<file path="config.mk">
export PLATFORM = sky130hd
export DESIGN_NAME = if_deframer
export DESIGN_NICKNAME = d
export VERILOG_FILES = /design/src/rtl/deframer_pkg.sv /design/src/rtl/deframer_datapath.sv /design/src/rtl/deframer_control.sv /design/src/rtl/if_deframer.sv
export SDC_FILE = /design/constraint.sdc
export NUM_CORES = 1
export LEC_CHECK = 0
export ABC_AREA = 1
export BUFFER_PORTS_ARGS = -buffer_cell sky130_fd_sc_hd__buf_2
export CAP_MARGIN = 20
export CORE_UTILIZATION = 52
export DETAILED_ROUTE_END_ITERATION = 10
export HOLD_SLACK_MARGIN = 0.12
export PLACE_DENSITY_LB_ADDON = 0.2
export SLEW_MARGIN = 20
export SYNTH_ARGS = -nofsm -noshare
export SYNTH_HDL_FRONTEND = slang
export SYNTH_HIERARCHICAL = 1
export SYNTH_SLANG_ARGS = --single-unit
</file>
<file path="constraint.sdc">
create_clock -name clk -period 2 [get_ports clk]
set_input_delay 0.4 -clock clk [delete_from_list [all_inputs] [get_ports clk]]
set_output_delay 0.4 -clock clk [all_outputs]
set_load 0.05 [all_outputs]
</file>
<file path="src/rtl/deframer_pkg.sv">
package deframer_pkg;

  typedef enum logic [1:0] {
    ST_HUNT,
    ST_CONFIRM,
    ST_LOCK
  } lockState_t;

  typedef struct packed {
    logic shiftI;
    logic shiftQ;
    logic shiftG;
    logic publish;
  } dfStrobes_t;

endpackage

</file>
<file path="src/rtl/deframer_datapath.sv">
module deframer_datapath
  import deframer_pkg::*;
#(
  parameter int SYNC_W = 8,
  parameter logic [SYNC_W-1:0] SYNC_PAT = 8'hA7,
  parameter int I_W = 16,
  parameter int Q_W = 16,
  parameter int G_W = 9
) (
  input  logic             clk,
  input  logic             rstN,
  input  logic             dinP,
  input  logic             dinN,
  input  dfStrobes_t       strobe,
  output logic             markerSeen,
  output logic             bitErr,
  output logic [I_W-1:0]   iWord,
  output logic [Q_W-1:0]   qWord,
  output logic [G_W-1:0]   gainWord,
  output logic             sampleValid
);

  logic [SYNC_W-1:0] syncSh;
  logic [I_W-1:0]    iSh;
  logic [Q_W-1:0]    qSh;
  logic [G_W-2:0]    gSh;
  logic              newBit;

  // the newest decided bit, one cycle behind the pins
  assign newBit     = syncSh[0];
  assign markerSeen = (syncSh == SYNC_PAT);

  always_ff @(posedge clk) begin
    if (!rstN) begin
      syncSh <= '0;
      bitErr <= 1'b0;
    end else begin
      syncSh <= {syncSh[SYNC_W-2:0], dinP};
      bitErr <= (dinP == dinN);
    end
  end

  always_ff @(posedge clk) begin
    if (!rstN) begin
      iSh <= '0;
      qSh <= '0;
      gSh <= '0;
    end else begin
      if (strobe.shiftI) iSh <= {iSh[I_W-2:0], newBit};
      if (strobe.shiftQ) qSh <= {qSh[Q_W-2:0], newBit};
      if (strobe.shiftG) gSh <= {gSh[G_W-3:0], newBit};
    end
  end

  always_ff @(posedge clk) begin
    if (!rstN) begin
      iWord       <= '0;
      qWord       <= '0;
      gainWord    <= '0;
      sampleValid <= 1'b0;
    end else begin
      sampleValid <= strobe.publish;
      if (strobe.publish) begin
        iWord    <= iSh;
        qWord    <= qSh;
        gainWord <= {gSh, newBit};
      end
    end
  end

  AST_SINGLE_PULSE: assert property (@(posedge clk) disable iff (!rstN)
    sampleValid |=> !sampleValid);

  AST_OUT_HOLD: assert property (@(posedge clk) disable iff (!rstN)
    !sampleValid |-> ($stable(iWord) && $stable(qWord) && $stable(gainWord)));

endmodule

</file>
<file path="src/rtl/deframer_control.sv">
module deframer_control
  import deframer_pkg::*;
#(
  parameter int SYNC_W = 8,
  parameter int I_W = 16,
  parameter int Q_W = 16,
  parameter int G_W = 9,
  parameter int FILL_W = 6
) (
  input  logic              clk,
  input  logic              rstN,
  input  logic              markerSeen,
  input  logic              bitErr,
  input  logic [FILL_W-1:0] fillCount,
  output dfStrobes_t        strobe,
  output logic              locked
);

  localparam int DATA_BITS = I_W + Q_W + G_W;
  localparam int BASE_LEN  = DATA_BITS + SYNC_W;
  localparam int POS_W     = $clog2(BASE_LEN + (1 << FILL_W));
  localparam logic [POS_W-1:0] I_END  = POS_W'(I_W);
  localparam logic [POS_W-1:0] Q_END  = POS_W'(I_W + Q_W);
  localparam logic [POS_W-1:0] D_END  = POS_W'(DATA_BITS);
  localparam logic [POS_W-1:0] G_LAST = POS_W'(DATA_BITS - 1);
  localparam logic [POS_W-1:0] BASE_M1 = POS_W'(BASE_LEN - 1);

  lockState_t        state;
  logic [POS_W-1:0]  pos;
  logic [POS_W-1:0]  lastPos;
  logic [FILL_W-1:0] fillLat;
  logic              frameBad;
  logic              inFrame;
  logic              atEnd;
  logic              inData;

  assign lastPos = BASE_M1 + POS_W'(fillLat);
  assign inFrame = (state != ST_HUNT);
  assign atEnd   = (pos == lastPos);
  assign inData  = (pos < D_END);
  assign locked  = (state == ST_LOCK);

  always_comb begin
    strobe.shiftI  = inFrame && (pos < I_END);
    strobe.shiftQ  = inFrame && (pos >= I_END) && (pos < Q_END);
    strobe.shiftG  = inFrame && (pos >= Q_END) && inData;
    strobe.publish = (state == ST_LOCK) && (pos == G_LAST) && !frameBad && !bitErr;
  end

  always_ff @(posedge clk) begin
    if (!rstN) begin
      state    <= ST_HUNT;
      pos      <= '0;
      fillLat  <= '0;
      frameBad <= 1'b0;
    end else begin
      case (state)
        ST_HUNT: begin
          if (markerSeen) begin
            state    <= ST_CONFIRM;
            pos      <= '0;
            fillLat  <= fillCount;
            frameBad <= 1'b0;
          end
        end
        default: begin
          if (atEnd) begin
            if (markerSeen) begin
              state    <= ST_LOCK;
              pos      <= '0;
              fillLat  <= fillCount;
              frameBad <= 1'b0;
            end else begin
              state <= ST_HUNT;
            end
          end else begin
            pos <= pos + POS_W'(1);
            if (bitErr && inData) frameBad <= 1'b1;
          end
        end
      endcase
    end
  end

  AST_LOCK_NEEDS_MARKER: assert property (@(posedge clk) disable iff (!rstN)
    $rose(locked) |-> $past(markerSeen));

  AST_DROP_ON_MISS: assert property (@(posedge clk) disable iff (!rstN)
    $fell(locked) |-> $past(!markerSeen));

  AST_POS_BOUND: assert property (@(posedge clk) disable iff (!rstN)
    inFrame |-> (pos <= lastPos));

endmodule

</file>
<file path="src/rtl/if_deframer.sv">
module if_deframer
  import deframer_pkg::*;
#(
  parameter int SYNC_W = 8,
  parameter logic [SYNC_W-1:0] SYNC_PAT = 8'hA7,
  parameter int I_W = 16,
  parameter int Q_W = 16,
  parameter int G_W = 9,
  parameter int FILL_W = 6
) (
  input  logic              clk,
  input  logic              rstN,
  input  logic              dinP,
  input  logic              dinN,
  input  logic [FILL_W-1:0] fillCount,
  output logic [I_W-1:0]    iWord,
  output logic [Q_W-1:0]    qWord,
  output logic [G_W-1:0]    gainWord,
  output logic              sampleValid,
  output logic              locked
);

  dfStrobes_t strobe;
  logic       markerSeen;
  logic       bitErr;

  deframer_control #(
    .SYNC_W(SYNC_W), .I_W(I_W), .Q_W(Q_W), .G_W(G_W), .FILL_W(FILL_W)
  ) u_ctrl (
    .clk(clk), .rstN(rstN), .markerSeen(markerSeen), .bitErr(bitErr),
    .fillCount(fillCount), .strobe(strobe), .locked(locked)
  );

  deframer_datapath #(
    .SYNC_W(SYNC_W), .SYNC_PAT(SYNC_PAT), .I_W(I_W), .Q_W(Q_W), .G_W(G_W)
  ) u_dp (
    .clk(clk), .rstN(rstN), .dinP(dinP), .dinN(dinN), .strobe(strobe),
    .markerSeen(markerSeen), .bitErr(bitErr), .iWord(iWord), .qWord(qWord),
    .gainWord(gainWord), .sampleValid(sampleValid)
  );

  AST_VALID_LOCKED: assert property (@(posedge clk) disable iff (!rstN)
    sampleValid |-> locked);

endmodule

</file>
==> metrics.yaml <==
run_status:
  outcome: "finished clean"
clock_tree:
  clock_sinks: 107
  tritoncts: "done"
  numCtsBuffers: 9
  cts_htree_levels: 3
  clock_latency_ns: 0.36
  cts_root_buf: "clkbuf_8"
  cts.path.max_buffers: 2
  clk_pin_slew_worst_paths_ns: 0.09
sta:
  hold_ws_ns: 0.291
  worst_pin_slew_ns: 0.762
  maxSlewViolCount: 0
  setup_viol: 0
  fmax_mhz: 543
  slew_headroom_pct: 49.1
  fin_crit_ns: 1.84
  grt_setup_unrepaired: "false"
  fin_skew_ns: 0.0108
  hold_viol_final: 0
  timing.setup.tns_ns: 0
  setup_ws_ns: 0.159
  period_share_pct: 92.0
run:
  maxCapViolations: 0
logic_synthesis:
  synth_area_sq_um: 4500
  netlist_instances: 648
  avgSynthCellArea_sq_um: 6.95
  ys_ff_latch: 107
  ys_warn_count: 6
  ys_seq_area_share_pct: 47.6
  syn_nets: 661
  ys_types: 28
floorplan:
  start_util_pct: 54.2
  die_w_um: 95.0
  die_h_um: 95.0
  die_area_sq_um: 9030
  fp.coreArea_sq_um: 8300
  ios: 53
  num_rows: 33
place:
  portBuffers: 52
  dp.cells: 781
  place_hpwl_um: 5560
  place_ws_ns: 0.163
  place.gp.congestion: 0.866
  place_area_sq_um: 4760
min_path:
  hold_depth: 3
  hold_end: "u_dp/syncSh[0]"
  holdCritPathClass: "input pin to register"
  hold_start: "dinP"
critical_path:
  endpoint_kind: "register"
  timing.rr.end: "u_dp/qWord[15]"
  cp_slowest_cell: "inv_2"
  startpoint: "u_ctrl/pos[0]"
  critPathMaxFanout: 41
  reg2reg_depth: 7
  cp_cell_sequence: "inv_2 -> ha_1 -> nand4_1 -> nor3_2 -> inv_2 -> nor2_1 -> nor2_1"
  max_stage_delay_ns: 0.56
  cp.required_ns: 2.30
  arrival_ns: 2.14
  r2r_slack_ns: 0.16
  startpoint_type: "register"
  path_class: "register to register"
  rr_startpoint: "u_ctrl/pos[0]"
final_layout:
  antennaDiodeCount: 0
  fin_util_pct: 59.9
  syn_to_final_growth_pct: 10.4
  layout_commonest_cell: "nor2_1"
  most-common-layout-cells: "nor2_1 (185), nand2_1 (140), dfxtp_1 (107)"
  final_area_sq_um: 4970
  drive_gt1_share_pct: 14.7
  final_cells: 797
  num-nets-final: 700
global_route:
  grt_usage_pct: 20.2
  grt_pass1_vias: 3333
  grt_max_degree: 90
  overflow: 0
  antenna_found_initial: 0
  grt_first_pass_wirelength_um: 14400
detailed_routing:
  dr.pass1.iters: 4
  wl_per_cell_um: 10.6
  viasPerCell: 4.69
  vias: 3736
  drc: 0
  wirelength_um: 8410
  initialDrtViolationCount: 151
  antenna_left: 0
pwr:
  power_mw: 3.56
  p_leak_nw: 2.41
  p_per_area_nw_per_um2: 716
  ir_drop_mv: 0.343
-- worst max path at each step --
| stage | endpoint | depth (start not counted) |
|---|---|---|
| 2_1_floorplan | u_dp/gainWord[0] | 8 |
| 3_3_place_gp | u_dp/iSh[15] | 7 |
| 3_5_place_dp | u_dp/iSh[15] | 7 |
| 4_1_cts | u_dp/iSh[15] | 7 |
| 5_1_grt | u_dp/qWord[15] | 7 |
| 6_report | u_dp/qWord[15] | 7 |
-- flip-flops by register name, indices dropped and copies added (netlist names) --
name / flops
u_dp/iSh: 16
u_dp/iWord: 16
u_dp/qSh: 16
u_dp/qWord: 16
u_dp/gainWord: 9
u_dp/gSh: 8
u_dp/syncSh: 8
u_ctrl/pos: 7
u_ctrl/fillLat: 6
u_ctrl/state: 2
u_ctrl/frameBad: 1
u_dp/bitErr: 1
u_dp/sampleValid: 1
-- per-layer routing --
metal  global-route usage [%]  vias to the layer above  routed length (um)
li1                         -                     2015                   -
met1                     25.8                     1651                4180
met2                     33.5                       58                3780
met3                     4.15                       12                 286
met4                     7.70                        0                 160
met5                        0                        -                   0
-- report_power, final --
group	internal [mW]	switching, mW
Clock	0.624	0.718
Combinational	0.0283	0.0496
Sequential	2.13	0.00280
Total	2.79	0.770
-- cells in the mapped netlist, drive strengths merged --
cell | number | area, sq um
o21ai | 45 | 225
nor3 | 3 | 15.0
nor2 | 196 | 766
buf | 29 | 205
nand3b | 6 | 45.0
o21bai | 1 | 7.51
ha | 3 | 37.5
a21oi | 12 | 67.6
a211o | 1 | 8.76
nand3 | 16 | 85.1
nand4 | 2 | 12.5
inv | 79 | 297
clkbuf | 2 | 8.75
dfxtp | 107 | 2140
xor2 | 2 | 17.5
nand2 | 144 | 561
-- cells by family (layout without fill, tap and decap cells) --
kind of cell	after synthesis	in the layout	synth area share [%]
AND/OR/NAND/NOR	367	367	33.0
buffers and inverters	110	154	11.3
flip-flops	107	107	47.6
AO/OA/AOI/OAI	59	59	6.87
adder cells (fa/ha/maj)	3	3	0.834
XOR/XNOR	2	2	0.389
-- final cells by class --
cell class | count | area (sq um)
Fill cell | 794 | 3330
Sequential cell | 107 | 2140
Timing Repair Buffer | 59 | 325
Multi-Input combinational cell | 431 | 1870
Tap cell | 105 | 131
Clock inverter | 5 | 60.1
Inverter | 79 | 297
Clock buffer | 11 | 141
-- repair_timing --
item	4_1_cts	5_1_grt
setup endpoints to repair	0	7
buffers inserted	0	0
hold buffers	0	0
resized for setup	0	1
-- worst max-delay path: cells and delay by family, from the launching register on --
family	cells	cell delay (ns)
flip-flops	1	0.46
adder cells (fa/ha/maj)	1	0.22
buffers and inverters	2	0.65
AND/OR/NAND/NOR	4	0.44
No activity file was read; power rests on OpenSTA's default activity.
